<file path="src/rtl/alu_pkg.sv">
package alu_pkg;

    localparam int unsigned ALU_WIDTH_DEF = 32;

    typedef enum logic [1:0] {
        SEL_AND = 2'b00,
        SEL_OR  = 2'b01,
        SEL_SUM = 2'b10,
        SEL_SET = 2'b11
    } alu_sel_e;

    typedef struct packed {
        logic     inv_a;
        logic     inv_b;
        alu_sel_e sel;
    } alu_ctl_t;

    function automatic logic cond_invert(input logic bit_in, input logic inv);
        return bit_in ^ inv;
    endfunction

    function automatic logic pick_source(input alu_sel_e sel, input logic and_v,
                                         input logic or_v, input logic sum_v,
                                         input logic set_v);
        logic r;
        case (sel)
            SEL_AND: r = and_v;
            SEL_OR:  r = or_v;
            SEL_SUM: r = sum_v;
            default: r = set_v;
        endcase
        return r;
    endfunction

endpackage

</file>
<file path="src/rtl/alu_slice.sv">
module alu_slice
    import alu_pkg::*;
(
    input  logic     a_i,
    input  logic     b_i,
    input  alu_ctl_t ctl_i,
    input  logic     sum_i,
    input  logic     less_i,
    output logic     a_eff_o,
    output logic     b_eff_o,
    output logic     res_o
);

    logic and_v;
    logic or_v;

    always_comb begin
        a_eff_o = cond_invert(a_i, ctl_i.inv_a);
        b_eff_o = cond_invert(b_i, ctl_i.inv_b);
        and_v   = a_eff_o & b_eff_o;
        or_v    = a_eff_o | b_eff_o;
        res_o   = pick_source(ctl_i.sel, and_v, or_v, sum_i, less_i);
    end

endmodule

</file>
<file path="src/rtl/alu_adder.sv">
module alu_adder #(
    parameter int unsigned WIDTH = 32
) (
    input  logic [WIDTH-1:0] a_i,
    input  logic [WIDTH-1:0] b_i,
    input  logic             cin_i,
    output logic [WIDTH-1:0] sum_o
);

    localparam int unsigned EXT = WIDTH + 1;

    logic [EXT-1:0] full;

    always_comb begin
        full  = {1'b0, a_i} + {1'b0, b_i} + {{(EXT-1){1'b0}}, cin_i};
        sum_o = full[WIDTH-1:0];
    end

endmodule

</file>
<file path="src/rtl/alu_sign_unit.sv">
module alu_sign_unit
    import alu_pkg::*;
(
    input  logic     a_msb_i,
    input  logic     b_msb_i,
    input  logic     sum_msb_i,
    input  alu_sel_e sel_i,
    output logic     ovf_o,
    output logic     set_o
);

    logic ovf_raw;

    always_comb begin
        ovf_raw = (a_msb_i == b_msb_i) && (sum_msb_i != a_msb_i);
        set_o   = sum_msb_i ^ ovf_raw;
        ovf_o   = (sel_i == SEL_SUM) ? ovf_raw : 1'b0;
    end

endmodule

</file>
<file path="src/rtl/inv_alu.sv">
module inv_alu
    import alu_pkg::*;
#(
    parameter int unsigned WIDTH = ALU_WIDTH_DEF
) (
    input  logic [WIDTH-1:0] opa_i,
    input  logic [WIDTH-1:0] opb_i,
    input  logic             inv_a_i,
    input  logic             inv_b_i,
    input  logic [1:0]       op_i,
    output logic [WIDTH-1:0] res_o,
    output logic             zero_o,
    output logic             ovf_o
);

    localparam int unsigned MSB = WIDTH - 1;

    alu_ctl_t         ctl;
    logic [WIDTH-1:0] a_eff;
    logic [WIDTH-1:0] b_eff;
    logic [WIDTH-1:0] sum;
    logic             set_bit;

    always_comb begin
        ctl.inv_a = inv_a_i;
        ctl.inv_b = inv_b_i;
        ctl.sel   = alu_sel_e'(op_i);
    end

    for (genvar i = 0; i < WIDTH; i++) begin : g_slice
        logic less;
        if (i == 0) begin : g_lsb
            assign less = set_bit;
        end else begin : g_upper
            assign less = 1'b0;
        end
        alu_slice u_slice (
            .a_i     (opa_i[i]),
            .b_i     (opb_i[i]),
            .ctl_i   (ctl),
            .sum_i   (sum[i]),
            .less_i  (less),
            .a_eff_o (a_eff[i]),
            .b_eff_o (b_eff[i]),
            .res_o   (res_o[i])
        );
    end

    alu_adder #(.WIDTH(WIDTH)) u_adder (
        .a_i   (a_eff),
        .b_i   (b_eff),
        .cin_i (inv_b_i),
        .sum_o (sum)
    );

    alu_sign_unit u_sign (
        .a_msb_i   (a_eff[MSB]),
        .b_msb_i   (b_eff[MSB]),
        .sum_msb_i (sum[MSB]),
        .sel_i     (ctl.sel),
        .ovf_o     (ovf_o),
        .set_o     (set_bit)
    );

    assign zero_o = ~|res_o;

endmodule

</file>
<file path="config.mk">
export PLATFORM = sky130hd
export DESIGN_NAME = inv_alu
export DESIGN_NICKNAME = d
export VERILOG_FILES = /design/src/rtl/alu_pkg.sv /design/src/rtl/alu_slice.sv /design/src/rtl/alu_adder.sv /design/src/rtl/alu_sign_unit.sv /design/src/rtl/inv_alu.sv
export SDC_FILE = /design/constraint.sdc
export NUM_CORES = 1
export LEC_CHECK = 0
export ABC_CLOCK_PERIOD_IN_PS = 11100
export BUFFER_PORTS_ARGS = -buffer_cell sky130_fd_sc_hd__buf_2
export CORE_MARGIN = 5
export CORE_UTILIZATION = 35
export DETAILED_ROUTE_END_ITERATION = 16
export GPL_TIMING_DRIVEN = 0
export MAX_ROUTING_LAYER = met4
export SLEW_MARGIN = 20
export SYNTH_ARGS = -nofsm -noshare
export SYNTH_HDL_FRONTEND = slang
export SYNTH_SLANG_ARGS = --single-unit
</file>
<file path="constraint.sdc">
create_clock -name vclk -period 11.1
set_input_delay 2.22 -clock vclk [all_inputs]
set_output_delay 2.22 -clock vclk [all_outputs]
set_load 0.01 [all_outputs]
</file>
==> results.toml, run 1 <==
[run_status]
status = "completed"

[pwr]
peakVddDrop_mv = 0.04111
clkPwrFrac = 0
power_switching_w = 0.0002395
swShare = 0.5774
p_int_w = 0.0001753
p_leak_nw = 2.453
combPwrFrac = 1.000
p_per_area_mw_per_mm2 = 87.83
power_frac_seq = 0

[worst_setup_path]
crit_path_start_kind = "input pin"
cpMostUsedCell = "or4b_1"
setup.worst_path.class = "input pin to primary output"
cp_top_family = "simple AND/OR/NAND/NOR gates"
crit_path_end = "zero_o"
cp.arrival_ns = 8.35
startpoint = "inv_b_i"
max_stage_delay_ns = 0.90
required_ns = 8.88
crit_cells = 15
crit_slowest_cell = "o31ai_1"
crit_path_cell_trace = "clkbuf_1 > clkbuf_1 > xor2_1 > fa_1 > a211oi_1 > o31ai_1 > xnor2_1 > o22ai_1 > or4_1 > or4b_1 > or4b_1 > or4b_1 > or4_1 > nor4_2 > buf_2"
critPathMaxFanout = 10
crit_path_end_kind = "primary output"
critPathBufInv = 3

[routing]
via_per_inst = 5.304
detail-route-antenna-nets = 0
drt_iter0_drc = 260
dr_total_vias = 4471
drc = 0
firstDrtPassIters = 5
routed_wirelength_um = 13600
wl_per_cell_um = 16.14

[clocking]
postCtsHoldBufs = 0
post_cts.repair.setup_buffers = 0
cts_resized = 0

[sta]
finalCritPeriodShare = 0.9520
setup_viol = 0
finalCriticalPeriod_ns = 10.57
maxClockFrequency_ghz = 0.09463
rsz0062_at_grt = "no"
final_hold_viol_count = 0
setup_tns_ns = 0
worst_pin_slew_ns = 1.057
relSlewSlack = 0.2891
finalMaxSlewViolations = 0

[synth]
synthSimpleGateAreaFrac = 0.1699
yosysWarnings = 0
synth_cell_types = 59
synth_top_area_frac = 0.1981
syn_nets = 733
synthMuxAreaShare = 0.009904
synth_top_family_by_area = "compound AO/OA/AOI/OAI gates"
synthAdderAreaFrac = 0.2030
synthXorXnorAreaFrac = 0.1996
netlist_top_cells_area = "ha_1 (20%), xor2_1 (15%), inv_1 (7.0%)"
yosysSeqAreaShare = 0
syn_area_mm2 = 0.004043
netlist_instances = 600
syn_area_per_cell_um2 = 6.738
yosys.area.top_type = "ha_1"
synth_compound_area_frac = 0.2550

[global_route]
overflow = 0
first_global_vias = 4317
grt_usage = 0.1895
grt_max_degree = 11
antenna_found_initial = 0
grt_pass1_wl_um = 21650

[finish]
antenna_cells = 0
area_delta_synth_final_pct = 16.81
regArea_um2 = 0
clockBufferCount = 0
layout-drive-gt1-share = 0.1971
flops_and_latches = 0
nets = 835
finish.utilization = 0.4153
nFillCells = 1266

[placement]
hpwl_um = 11500
numPortBuffers = 100
place_congestion = 0.9293

[die]
die_h_um = 117.5
initial_core_util = 0.3556
die-area_mm2 = 0.01380
core_mm2 = 0.01137
row_count = 39
die_w_um = 117.5
io-pin-count = 102

[flow_run]
maxCapViolCount = 0

[min_path]
hold_class = "input pin to primary output"
worst min-delay path, stage by stage:
cell and delay, ns:
buf_2 0.12, o32ai_1 0.13, buf_4 0.14, buf_2 0.13
cells by family after synthesis:
logic type / Yosys count
adder cells (fa/ha/maj): 65
buffers and inverters: 141
AND/OR/NAND/NOR: 136
AO/OA/AOI/OAI: 164
multiplexers: 4
XOR/XNOR: 90
area by class of cell:
cell class / count / area, µm² / area share
multi-input combinational: 459 / 3386 / 0.7170
timing repair buffer: 100 / 500.5 / 0.1060
buffer: 65 / 371.6 / 0.07870
inverter: 76 / 285.3 / 0.06041
tap: 143 / 178.9 / 0.03789
routing by layer:
layer	track usage	share of wire	up-vias
met3	0.01249	0.054	13
met1	0.2403	0.44	2081
met4	0.02867	0.012	0
met5	-	0	-
met2	0.3373	0.49	153
li1	-	-	2224
cells in the mapped netlist (all sizes together), types with 4 or more instances:
| cell | count |
|---|---|
| a21o | 9 |
| o211ai | 6 |
| o22ai | 17 |
| xor2 | 71 |
| and3 | 5 |
| nand3 | 10 |
| a21oi | 29 |
| nor3 | 7 |
| o31ai | 4 |
| nand2b | 8 |
| o21ai | 52 |
| or3 | 4 |
| ha | 64 |
| inv | 76 |
| mux2i | 4 |
| nand2 | 48 |
| o21bai | 7 |
| xnor2 | 19 |
| nor2 | 24 |
| nor2b | 4 |
| a31oi | 6 |
| nand4 | 7 |
| buf | 34 |
| clkbuf | 31 |
| o21a | 4 |
| a211oi | 9 |
cells in the final DEF (no fill, tap or decap), types with 2 or more instances in the layout:
cell type  count
o21ai_0       52
nand2b_1       8
ha_1          64
a21oi_1       29
xor2_1        71
a211oi_1       9
a21o_1         9
nor3_1         7
nand3b_1       2
a32o_1         2
o22ai_1       17
nand3_1       10
xnor2_1       18
mux2i_1        4
or4_1          3
or3_1          4
clkbuf_1      31
nand4_1        7
buf_4         32
or4b_1         3
a41o_1         2
o32ai_1        2
o21bai_1       7
and2_1         2
o211ai_1       6
nand2_1       48
inv_1         75
o21a_1         4
nand4b_1       2
a31oi_1        6
nor2b_1        4
nor2_1        24
buf_2        100
o31ai_1        4
and3_1         5
a41oi_1        3
power groups by stage:
stage | registers, W | logic [W] | clock network (W)
CTS | 0 | 0.000413 | 0
finish | 0 | 0.000415 | 0
detailed placement | 0 | 0.000411 | 0
global placement | 0 | 0.000407 | 0
floorplan | 0 | 0.000300 | 0
global route | 0 | 0.000460 | 0
metrics by stage:
| stage | setup WS (ns) | total power, W | instances | hold WS, ns | cell area [µm²] |
|---|---|---|---|---|---|
| 4_1_cts | 0.5782 | 0.0004134 | 843 | 4.953 | 4722 |
| 2_1_floorplan | 1.850 | 0.0003003 | 600 | 4.657 | 4043 |
| 5_1_grt | 0.3344 | 0.0004603 | 843 | 4.964 | 4722 |
| 6_report | 0.5330 | 0.0004147 | 843 | 4.964 | 4722 |
| 3_3_place_gp | 0.5969 | 0.0004071 | 843 | 4.946 | 4722 |
| 3_5_place_dp | 0.5719 | 0.0004107 | 843 | 4.952 | 4722 |
worst min-delay path by stage:
stage / startpoint / end / cells after the start
after detailed placement: op_i[1] / res_o[2] / 4
after global routing: op_i[1] / res_o[2] / 4
after floorplan: op_i[1] / res_o[2] / 2
after global placement: op_i[1] / res_o[2] / 4
final: op_i[1] / res_o[2] / 4
after CTS: op_i[1] / res_o[2] / 4
Power figures use the tool's default switching activity.
==> run 2, diff against run 1 <==
--- a/config.mk
+++ b/config.mk
@@ -5,8 +5,10 @@
 export SDC_FILE = /design/constraint.sdc
 export NUM_CORES = 1
 export LEC_CHECK = 0
+export ABC_AREA = 1
 export ABC_CLOCK_PERIOD_IN_PS = 11100
 export BUFFER_PORTS_ARGS = -buffer_cell sky130_fd_sc_hd__buf_2
+export CAP_MARGIN = 5
 export CORE_MARGIN = 5
 export CORE_UTILIZATION = 35
 export DETAILED_ROUTE_END_ITERATION = 16
==> results.toml, run 2 <==
[sta]
setup_viol = 0
final_hold_viol_count = 0
maxClockFrequency_ghz = 0.1228
finalCritPeriodShare = 0.7334
worst_pin_slew_ns = 1.044
finalMaxSlewViolations = 0
setup_tns_ns = 0
relSlewSlack = 0.3040
rsz0062_at_grt = "no"
holdWs_ns = 4.921
finalCriticalPeriod_ns = 8.141

[die]
die-area_mm2 = 0.01550
die_h_um = 124.5
row_count = 41
initial_core_util = 0.3607
io-pin-count = 102
die_w_um = 124.5
core_mm2 = 0.01272

[routing]
detail-route-antenna-nets = 0
routed_wirelength_um = 15940
wl_per_cell_um = 14.22
drt_iter0_drc = 417
drc = 0
dr_total_vias = 5180
via_per_inst = 4.621
firstDrtPassIters = 6

[finish]
nFillCells = 1527
finish.utilization = 0.4170
layout_commonest_cell = "nand2_1"
regArea_um2 = 0
nets = 1084
area_delta_synth_final_pct = 15.59
layout_common_cells = "nand2_1 (220), inv_1 (188), buf_2 (103)"
layout-drive-gt1-share = 0.1665
clockBufferCount = 0
final_cell_count_no_fill = 1121
antenna_cells = 0
flops_and_latches = 0

[worst_setup_path]
crit_path_start_kind = "input pin"
setup.worst_path.class = "input pin to primary output"
crit_slowest_cell = "clkbuf_1"
max_stage_delay_ns = 0.78
crit_path_end_kind = "primary output"
cp_top_family = "simple AND/OR/NAND/NOR gates"
required_ns = 8.88
critPathMaxFanout = 10
cp.arrival_ns = 5.92
critPathBufInv = 5
crit_path_cell_trace = "buf_6 > clkbuf_1 > xnor2_1 > inv_1 > fa_1 > nand2_1 > nand3_1 > nand3_1 > nand2_1 > nand2_1 > nand2_1 > or2_1 > nand3_1 > nand2_1 > inv_1 > nand3_1 > nor2_1 > nand3_1 > nor2_1 > buf_2"

[global_route]
grt-busiest-layer = "met2"
grt_usage = 0.2024
first_global_vias = 4914
grt_max_degree = 11
overflow = 0
grt_pass1_wl_um = 25300
met1_usage = 0.2962
grtUsageMet2 = 0.3209
antenna_found_initial = 0
met3_usage = 0.01544

[run_status]
status = "completed"

[placement]
numPortBuffers = 100
dp.cells = 1121
place_congestion = 0.9549
hpwl_um = 13390

[min_path]
min_to = "ovf_o"
hold_start = "opa_i[31]"
hold_depth = 5
hold_class = "input pin to primary output"

[pwr]
peakVddDrop_mv = 0.02496
p_per_area_mw_per_mm2 = 80.44
p_leak_nw = 3.144

[synth]
synth_top_area_frac = 0.1799
netlist_top_cells_area = "nand2_1 (18%), ha_1 (17%), inv_1 (15%)"
yosys-top-cells-count = "nand2_1 (220), inv_1 (188), nand3_1 (70), ha_1 (64), xnor2_1 (63)"
yosys.area.top_type = "nand2_1"
yosysWarnings = 0
netlist_instances = 849
syn_area_per_cell_um2 = 5.406
syn_nets = 982
yosysSeqAreaShare = 0
synth_cell_types = 33
post-synth-top-count-cell = "nand2_1"
syn_area_mm2 = 0.004589

[clocking]
postCtsHoldBufs = 0
post_cts.repair.setup_buffers = 0
cts_resized = 0

[flow_run]
maxCapViolCount = 0
run 2: per-layer routing:
metal	vias to the layer above	part of all wire
met5	-	0
met4	0	0.0032
met3	4	0.054
met2	145	0.43
met1	2259	0.51
li1	2772	-
run 2: worst max path at each step:
stage / slack (ns) / cells past startpoint / startpoint / to
2_1_floorplan: 4.08 / 20 / inv_b_i / zero_o
3_3_place_gp: 2.96 / 19 / inv_b_i / zero_o
3_5_place_dp: 2.97 / 21 / inv_b_i / zero_o
4_1_cts: 2.97 / 21 / inv_b_i / zero_o
5_1_grt: 2.67 / 19 / inv_b_i / zero_o
6_report: 2.96 / 20 / inv_b_i / zero_o
run 2: metrics by stage:
stage,instance area [µm²],power [W],setup slack [ns]
final,5305,0.0004267,2.959
after global routing,5305,0.0004846,2.665
after CTS,5305,0.0004251,2.970
after detailed placement,5305,0.0004229,2.975
after global placement,5305,0.0004235,2.956
after floorplan,4589,0.0003068,4.076
run 2: report_power, final:
group	total (W)	switching (W)	internal, W
Combinational	0.000427	0.000263	0.000164
Sequential	0	0	0
Clock	0	0	0
run 2: cell type report:
class	count	area (µm²)	area share
inverters	190	713.2	0.1344
well taps	172	215.2	0.04057
repair buffers	100	500.5	0.09434
multi-input cells	611	3553	0.6698
plain buffers	48	322.8	0.06085
run 2: cells by family after synthesis:
family          count (synthesis)  share of synthesized area
fa+ha+maj                      65                     0.1788
compound gates                 89                     0.1061
buf+inv                       238                     0.2257
simple gates                  394                     0.3691
xor+xnor                       63                     0.1202
run 2: worst min-delay path: stages:
cell and delay, ns:
buf_2 0.09, xnor2_1 0.11, nand2_1 0.09, a211oi_1 0.06
buf_2 0.14
